[config.mk]
export PLATFORM = sky130hd
export DESIGN_NAME = cmd_dma_frontend
export DESIGN_NICKNAME = d
export VERILOG_FILES = /design/src/rtl/cmd_dma_pkg.sv /design/src/rtl/cmd_dma_datapath.sv /design/src/rtl/cmd_dma_control.sv /design/src/rtl/cmd_dma_frontend.sv
export SDC_FILE = /design/constraint.sdc
export NUM_CORES = 1
export LEC_CHECK = 0
export BUFFER_PORTS_ARGS = -buffer_cell sky130_fd_sc_hd__buf_2
export CELL_PAD_IN_SITES_DETAIL_PLACEMENT = 0
export CELL_PAD_IN_SITES_GLOBAL_PLACEMENT = 1
export CORE_MARGIN = 5
export CORE_UTILIZATION = 40
export DETAILED_ROUTE_END_ITERATION = 6
export PLACE_DENSITY_LB_ADDON = 0.1
export SETUP_SLACK_MARGIN = 0.5
export SYNTH_ARGS = -nofsm -noshare
export SYNTH_HDL_FRONTEND = slang
export SYNTH_SLANG_ARGS = --single-unit
[constraint.sdc]
create_clock -name clk -period 6.4 [get_ports clk]
set_clock_uncertainty 0.05 [all_clocks]
set_input_delay 0 -clock clk [delete_from_list [all_inputs] [get_ports clk]]
set_output_delay 0 -clock clk [all_outputs]
set_load 0.1 [all_outputs]
[src/rtl/cmd_dma_pkg.sv]
package cmd_dma_pkg;
  localparam int REG_AW = 4;
  localparam logic [REG_AW-1:0] OFS_START = 4'h0;
  localparam logic [REG_AW-1:0] OFS_END   = 4'h4;
  localparam logic [REG_AW-1:0] OFS_CUR   = 4'h8;
  localparam logic [REG_AW-1:0] OFS_STAT  = 4'hC;

  typedef struct packed {
    logic ldStart;
    logic ldEnd;
    logic extend;
    logic launchBus;
    logic promote;
    logic advance;
    logic drop;
  } dpStrobe_t;
endpackage

[src/rtl/cmd_dma_datapath.sv]
module cmd_dma_datapath
  import cmd_dma_pkg::*;
#(
  parameter int ADDR_W = 24,
  parameter int ALIGN  = 3,
  parameter int DATA_W = 32
) (
  input  logic              clk,
  input  logic              rstN,
  input  dpStrobe_t         stb,
  input  logic [DATA_W-1:0] wrData,
  input  logic [REG_AW-1:0] rdAddr,
  input  logic [DATA_W-1:0] statusWord,
  output logic [DATA_W-1:0] rdData,
  output logic [ADDR_W-1:0] curAddr,
  output logic [ADDR_W-1:0] actEnd,
  output logic              busy
);
  localparam logic [ADDR_W-1:0] STEP = ADDR_W'(1) << ALIGN;
  localparam logic [ADDR_W-1:0] MASK = {{(ADDR_W-ALIGN){1'b1}}, {ALIGN{1'b0}}};

  logic [ADDR_W-1:0] startReg, endReg, wa;

  assign wa   = wrData[ADDR_W-1:0] & MASK;
  assign busy = (curAddr != actEnd);

  always_ff @(posedge clk) begin
    if (!rstN) begin
      startReg <= '0;
      endReg   <= '0;
      curAddr  <= '0;
      actEnd   <= '0;
    end else begin
      if (stb.ldStart) startReg <= wa;
      if (stb.ldEnd)   endReg   <= wa;
      if (stb.launchBus) begin
        curAddr <= startReg;
        actEnd  <= wa;
      end else if (stb.promote) begin
        curAddr <= startReg;
        actEnd  <= endReg;
      end else begin
        if (stb.advance) curAddr <= curAddr + STEP;
        if (stb.drop)        actEnd <= curAddr;
        else if (stb.extend) actEnd <= wa;
      end
    end
  end

  always_comb begin
    unique case (rdAddr)
      OFS_START: rdData = {{(DATA_W-ADDR_W){1'b0}}, startReg};
      OFS_END:   rdData = {{(DATA_W-ADDR_W){1'b0}}, endReg};
      OFS_CUR:   rdData = {{(DATA_W-ADDR_W){1'b0}}, curAddr};
      OFS_STAT:  rdData = statusWord;
      default:   rdData = '0;
    endcase
  end
endmodule

[src/rtl/cmd_dma_control.sv]
module cmd_dma_control
  import cmd_dma_pkg::*;
#(
  parameter int DATA_W = 32
) (
  input  logic              clk,
  input  logic              rstN,
  input  logic [REG_AW-1:0] regAddr,
  input  logic              regWrEn,
  input  logic [DATA_W-1:0] regWrData,
  input  logic              fetchWord,
  input  logic              busy,
  output dpStrobe_t         stb,
  output logic [DATA_W-1:0] statusWord,
  output logic              startPend,
  output logic              endPend,
  output logic              freezeOn,
  output logic              flushOn,
  output logic              srcSel,
  output logic              launch
);
  logic wrStart, wrEnd, wrStat, halted;

  function automatic logic pairUpd(logic cur, logic setB, logic clrB);
    if (setB && !clrB)      return 1'b1;
    else if (clrB && !setB) return 1'b0;
    else                    return cur;
  endfunction

  assign wrStart = regWrEn && (regAddr == OFS_START);
  assign wrEnd   = regWrEn && (regAddr == OFS_END);
  assign wrStat  = regWrEn && (regAddr == OFS_STAT);
  assign halted  = freezeOn || flushOn;

  always_comb begin
    stb           = '0;
    stb.ldStart   = wrStart;
    stb.ldEnd     = wrEnd;
    stb.drop      = flushOn;
    stb.advance   = fetchWord && busy && !halted;
    stb.launchBus = wrEnd && startPend && !endPend && !busy && !halted;
    stb.promote   = endPend && !busy && !halted && !wrEnd && !wrStart;
    stb.extend    = wrEnd && !startPend && !flushOn;
  end

  always_ff @(posedge clk) begin
    if (!rstN) begin
      startPend <= 1'b0;
      endPend   <= 1'b0;
      freezeOn  <= 1'b0;
      flushOn   <= 1'b0;
      srcSel    <= 1'b0;
      launch    <= 1'b0;
    end else begin
      launch <= stb.launchBus || stb.promote;
      if (flushOn || stb.launchBus || stb.promote) begin
        startPend <= 1'b0;
        endPend   <= 1'b0;
      end else begin
        if (wrStart)              startPend <= 1'b1;
        if (wrEnd && startPend)   endPend   <= 1'b1;
      end
      if (wrStat) begin
        flushOn  <= pairUpd(flushOn,  regWrData[5], regWrData[4]);
        freezeOn <= pairUpd(freezeOn, regWrData[3], regWrData[2]);
        srcSel   <= pairUpd(srcSel,   regWrData[1], regWrData[0]);
      end
    end
  end

  always_comb begin
    statusWord     = '0;
    statusWord[10] = startPend;
    statusWord[9]  = endPend;
    statusWord[8]  = busy;
    statusWord[2]  = flushOn;
    statusWord[1]  = freezeOn;
    statusWord[0]  = srcSel;
  end
endmodule

[src/rtl/cmd_dma_frontend.sv]
module cmd_dma_frontend
  import cmd_dma_pkg::*;
#(
  parameter int ADDR_W = 24,
  parameter int ALIGN  = 3,
  parameter int DATA_W = 32
) (
  input  logic              clk,
  input  logic              rstN,
  input  logic [REG_AW-1:0] regAddr,
  input  logic              regWrEn,
  input  logic [DATA_W-1:0] regWrData,
  output logic [DATA_W-1:0] regRdData,
  input  logic              fetchWord,
  output logic [ADDR_W-1:0] winCur,
  output logic [ADDR_W-1:0] winEnd,
  output logic              launch,
  output logic              dmaBusy,
  output logic              freezeOn,
  output logic              flushOn,
  output logic              srcSel
);
  dpStrobe_t         stb;
  logic [DATA_W-1:0] statusWord;
  logic              startPend, endPend;

  cmd_dma_control #(.DATA_W(DATA_W)) u_ctl (
    .clk(clk), .rstN(rstN), .regAddr(regAddr), .regWrEn(regWrEn),
    .regWrData(regWrData), .fetchWord(fetchWord), .busy(dmaBusy),
    .stb(stb), .statusWord(statusWord), .startPend(startPend),
    .endPend(endPend), .freezeOn(freezeOn), .flushOn(flushOn),
    .srcSel(srcSel), .launch(launch)
  );

  cmd_dma_datapath #(.ADDR_W(ADDR_W), .ALIGN(ALIGN), .DATA_W(DATA_W)) u_dp (
    .clk(clk), .rstN(rstN), .stb(stb), .wrData(regWrData),
    .rdAddr(regAddr), .statusWord(statusWord), .rdData(regRdData),
    .curAddr(winCur), .actEnd(winEnd), .busy(dmaBusy)
  );
endmodule

* Yosys cells after proc, flatten, opt, wreduce, memory -nomap -nowiden *
Index checks and enable logic that the tools add are counted.

word-level totals
  word-level logic and storage cells = 81
  register bits = 96
  output and inout bits = 85
  input port bits = 40

cells by class
  muxes and demuxes = 14
  bitwise operators = 1
  reductions and logical operators = 50
  equal/unequal tests = 4
  add/sub/neg operators = 1

operators by type and width
  operator               number
  $mux 24                7
  $pmux 24 s4            1
  $add 24x4->24 const B  1
  $ne 24x24->1           1
  $logic_and 1x1->1      21
  $logic_not 1->1        13
  $eq 4x4->1 const B     2
  $mux 1                 6
  $reduce_and 2->1       3
  $reduce_bool 2->1      3
  $reduce_bool 3->1      2
  $eq 4x3->1 const B     1
  $logic_not 4->1        1
  $logic_or 1x1->1       4
  $reduce_bool 4->1      1
  $reduce_or 2->1        2
  $not 1->1              1

* Longest topological paths before layout *
  depth in word-level cells = 9
  gate-level depth with buffers = 9

* Cells and area by module *
A second synthesis with hierarchy kept.

second synthesis, totals
  cell total of the unflattened synthesis = 630
  area, all modules = 5417.7 um2

by module, submodules not included
  module            sequential area each (um2)  area an instance (um2)  cells each  instances
  cmd_dma_datapath  1701.6                      4738.3                  543         1
  cmd_dma_control   120.1                       679.4                   87          1

* Least setup slack after synthesis *
OpenSTA, ideal clock, no wires.

  kind = register to output
  from = register u_dp.curAddr[5]
  to = output regRdData[8]
  arrival time = 3617 ps
  setup slack = 2733 ps
  stages on the path, launching flop included = 8
  path through = dfxtp_1 buf_2 xor2_1 a21oi_1 nor4b_1 buf_2 nand2_1 a221o_1

between the ends
  cells in the longest elaborated chain, start to end = 2

ends and longest elaborated chain
  item                      RTL line                source
  start: declaration        cmd_dma_datapath.sv:15  output logic [ADDR_W-1:0] curAddr,
  start signal: assignment  cmd_dma_datapath.sv:37  curAddr <= startReg;
  start signal: assignment  cmd_dma_datapath.sv:40  curAddr <= startReg;
  start signal: assignment  cmd_dma_datapath.sv:43  if (stb.advance) curAddr <= curAddr + STEP;
  $ne 24x24->1              cmd_dma_datapath.sv:25  assign busy = (curAddr != actEnd);
  named net dmaBusy         cmd_dma_frontend.sv:18  output logic dmaBusy,
  $pmux 24 s4               cmd_dma_datapath.sv:51  unique case (rdAddr)
  end: declaration          cmd_dma_frontend.sv:13  output logic [DATA_W-1:0] regRdData,

The timed path passes the listed nets, and every way through them passes these cells.

* Worst setup path after layout *
  from = register u_dp.curAddr[12]
  to = register u_dp.actEnd[23]

between the ends
  cells in the longest elaborated chain, start to end = 8

ends and longest elaborated chain
  item                            RTL line                                      source
  $ne 24x24->1 (*)                cmd_dma_datapath.sv:25
  $logic_not 1->1 (*)             cmd_dma_control.sv:41, cmd_dma_control.sv:42
  $logic_and 1x1->1 (4 in a row)  cmd_dma_control.sv:42                         stb.promote = endPend && !busy && !halted && !wrEnd && !wrStart;
  $mux 24                         cmd_dma_datapath.sv:39                        end else if (stb.promote) begin
  $mux 24                         cmd_dma_datapath.sv:36                        if (stb.launchBus) begin
  end signal: assignment          cmd_dma_datapath.sv:38                        actEnd <= wa;
  end signal: assignment          cmd_dma_datapath.sv:41                        actEnd <= endReg;
  end signal: assignment          cmd_dma_datapath.sv:44                        if (stb.drop) actEnd <= curAddr;
  end: declaration                cmd_dma_datapath.sv:16                        output logic [ADDR_W-1:0] actEnd,

Mark *: on every way between the ends. The rest lies on a longest branch, timed or not.
A chain may end at the register's enable or synchronous reset.

==> impl_results.md <==
* Compound-Gate Fraction of Synth Area at between 20% and 30%
* Core area at about 0.013 mm²
* Rel. slew slack at between 10 and 15%
* Synth Area in Simple Gates at a little under a quarter
* Period minus WS final at between 3000 and 4000 ps
* Hold WS at 31.0 ps
* Crit end category: register
* Gate count after technology mapping at 657
* Crit Reg-Reg Startpoint: u_dp.curAddr[12]
* Later-pin clock latency in the skew report at approximately 350 ps
* Total CTS buffers at 9
* Worst slack at placement at 2880 ps
* Yosys warning count at 0
* Footprint of the multi-input gates at 0.00310 mm²
* Vias/cell at around 5.5
* Max Cap Viol at 0
* Reg area at about 0.0018 mm²
* Number of detailed-route iterations in the first pass at 7
* WL per Instance at slightly below 20 µm
* Most frequent cells in the layout: 139 x nand2_1, 105 x buf_2, 91 x dfxtp_1
* Initial antenna violation count at 0
* Die Wd at about 120 µm
* CTS Root Cell: clkbuf_16
* Design area at 0.00630 mm²
* Hold_sp: rstN
* Fin. max-slew vios at 0
* Post-synthesis mux area share at 8.55%
* Ys async rst share at 0%
* Starting Density at approximately 40%
* 1st-iter DRT viols at 381
* Die height at approximately 120 µm
* Status: completed
* Overflow after GRT at 0
* VDD IR max at 0.103 mV
* Total wire length at 18.1 mm
* Antenna Nets Post-Route at 0
* P_leak at roughly 2.4 nW
* Via count at slightly above 5000
* Synth Cell Area at between 0.005 and 0.006 mm²
* Count of cell types in the netlist at 54
* Dpl hpwl at ~13 mm
* Worst setup SP type: register
* H-tree depth at 3
* Most common cell after layout, fill and taps aside: nand2_1
* EDFF count, synth at 0
* Resized Gates After CTS at 0
* Net count, final at around 790
* First-pass GRT wire length at 27.8 mm
* RSZ-0062 raised after global routing: false
* Full die area at 0.0156 mm²
* Worst Slack Setup Final at 2870 ps
* Maximum clock frequency at around 0.28 GHz
* Crit share post-route at 55.1%
* Largest net degree at the start of global routing at 54
* TritonCTS clock tree: yes
* Setup_tns at 0 ps
* Placed cell area at 0.00576 mm²
* Clk buf depth at 2
* Critical Path RT at ~6600 ps
* Sink Count at 91
* Slew @ Worst Pin at around 1300 ps
* GPL Wtd Cong at about 0.88
* IO Port Bufs at around 110
* Flop2flop setup slack at about 2900 ps
* Rows at 42
* Setup Viol. Count Final at 0
* # fillers at between 1000 and 1500
* Total GRT Usage at a little under a quarter
* Total Power at 1.40 mW
* Sequential cell area fraction in the yosys report at about a third
* CTS clk-pin slew, worst paths at ~70 ps
* WS Path Type: reg2reg
* Proportion of layout cells with a drive suffix above 1 at 21.3%
* Worst Path Arrival at between 3000 and 4000 ps
* Pwr dens at 223 mW/mm²
* Final Hold Viols at 0
* Vias in the first global route at between 4000 and 5000
* Critical Path Start: u_dp.curAddr[12]
* # IOs at between 100 and 150
* FF+latch count, synth at between 90 and 100
* Combinational family with the most area after synthesis: simple AND/OR/NAND/NOR gates
* DRC viols at 0
* Hold Path Class: in2reg
* Synth Flop Type: dfxtp_1
* N_diodes at 0
* Synth Area per Inst at approximately 8.0 µm²
* Synth Area in Adders at less than 1%
* Layout area overhead at 19.6%
* Xor/xnor share of the synthesized area at between 4 and 5%
* Worst-path maximum fanout at 14
==> worst paths after layout <==
kind / to / depth (start not counted)
setup / recovery: u_dp.actEnd[23] / 7
hold reg to reg: u_dp.endReg[21] / 2
setup reg to reg: u_dp.actEnd[23] / 7
hold / removal: u_dp.actEnd[13] / 3
==> cell families after synthesis <==
family | count (synthesis)
and+or+nand+nor | 265
xor gates and xnor gates | 24
muxes | 45
adders and majority gates | 4
buffers and inverters | 76
DFF | 91
AOI/OAI and AO/OA | 151
other | 1
==> registers in the layout, indices dropped and copies added, names as in the netlist <==
register and flops:
u_ctl.endPend 1, u_ctl.flushOn 1, u_ctl.freezeOn 1, u_ctl.launch 1
u_ctl.srcSel 1, u_ctl.startPend 1, u_dp.actEnd 22, u_dp.curAddr 21
u_dp.endReg 21, u_dp.startReg 21
==> what timing repair did <==
item                       in CTS  in global routing
setup buffers                   0                  0
hold endpoints to repair       43                  0
hold buffers                   22                  0
setup endpoints to repair       0                  0
==> layer usage <==
layer | track usage, % | part of all wire (%) | vias up
met5 | 0 | 0 | -
met3 | 4.03 | 6.3 | 26
met2 | 33.7 | 43 | 174
met1 | 33.2 | 48 | 2386
li1 | - | - | 2476
met4 | 7.48 | 1.9 | 0
==> worst max-delay path, stage by stage (launching register included) <==
cell      delay (ps)
dfxtp_1          400
xnor2_1          390
nand4_1          270
or4b_4           580
nor4_4           700
buf_4            410
mux2i_1          430
a311oi_2         150
==> Yosys cell counts, types with 2 or more instances <==
library cell | count | share of area [%]
nand2_1 | 139 | 9.9
dfxtp_1 | 91 | 35
a21oi_1 | 58 | 5.5
mux2i_1 | 45 | 8.6
clkbuf_1 | 36 | 2.6
o21ai_0 | 36 | 3.4
nor3_1 | 25 | 2.4
a311oi_2 | 20 | 5.7
nor2_1 | 20 | 1.4
nor2b_1 | 20 | 2.4
xnor2_1 | 16 | 2.7
buf_4 | 15 | 2.1
nand3_1 | 12 | 1.1
a211oi_1 | 10 | 1.4
and3_1 | 9 | 1.1
inv_1 | 9 | 0.64
nand4_1 | 8 | 0.95
a31oi_1 | 7 | 0.83
buf_2 | 7 | 0.67
and2_1 | 6 | 0.71
buf_6 | 6 | 1.3
xor2_1 | 6 | 1.0
ha_1 | 4 | 0.95
nor4_1 | 4 | 0.48
or3_1 | 4 | 0.48
a22oi_1 | 3 | 0.43
a311oi_1 | 3 | 0.50
or2_2 | 3 | 0.36
or4_1 | 3 | 0.43
a2111oi_0 | 2 | 0.33
and4_1 | 2 | 0.33
nor3b_1 | 2 | 0.29
nor4b_1 | 2 | 0.33
o311ai_0 | 2 | 0.33
o31ai_1 | 2 | 0.29
xnor2_2 | 2 | 0.62
==> through the flow <==
stage               std cells  utilization, %
global placement          890            44.0
CTS                       928            48.1
detailed placement        890            44.0
global route              928            48.1
floorplan                 667               -
finish                    928            48.1
==> power breakdown <==
group	switching, mW	internal, mW
Sequential	0.0152	0.576
Combinational	0.186	0.0597
Clock	0.233	0.334
Total	0.434	0.969
==> area by class of cell <==
cell class	instances	share of cell area, %
clock buffers	12	4.23
clock inverters	4	0.755
inverters	10	0.596
multi-input cells	500	49.2
flip-flops and latches	91	28.9
well taps	176	3.50
repair buffers	135	12.8
(Power assumes the default switching activity.)
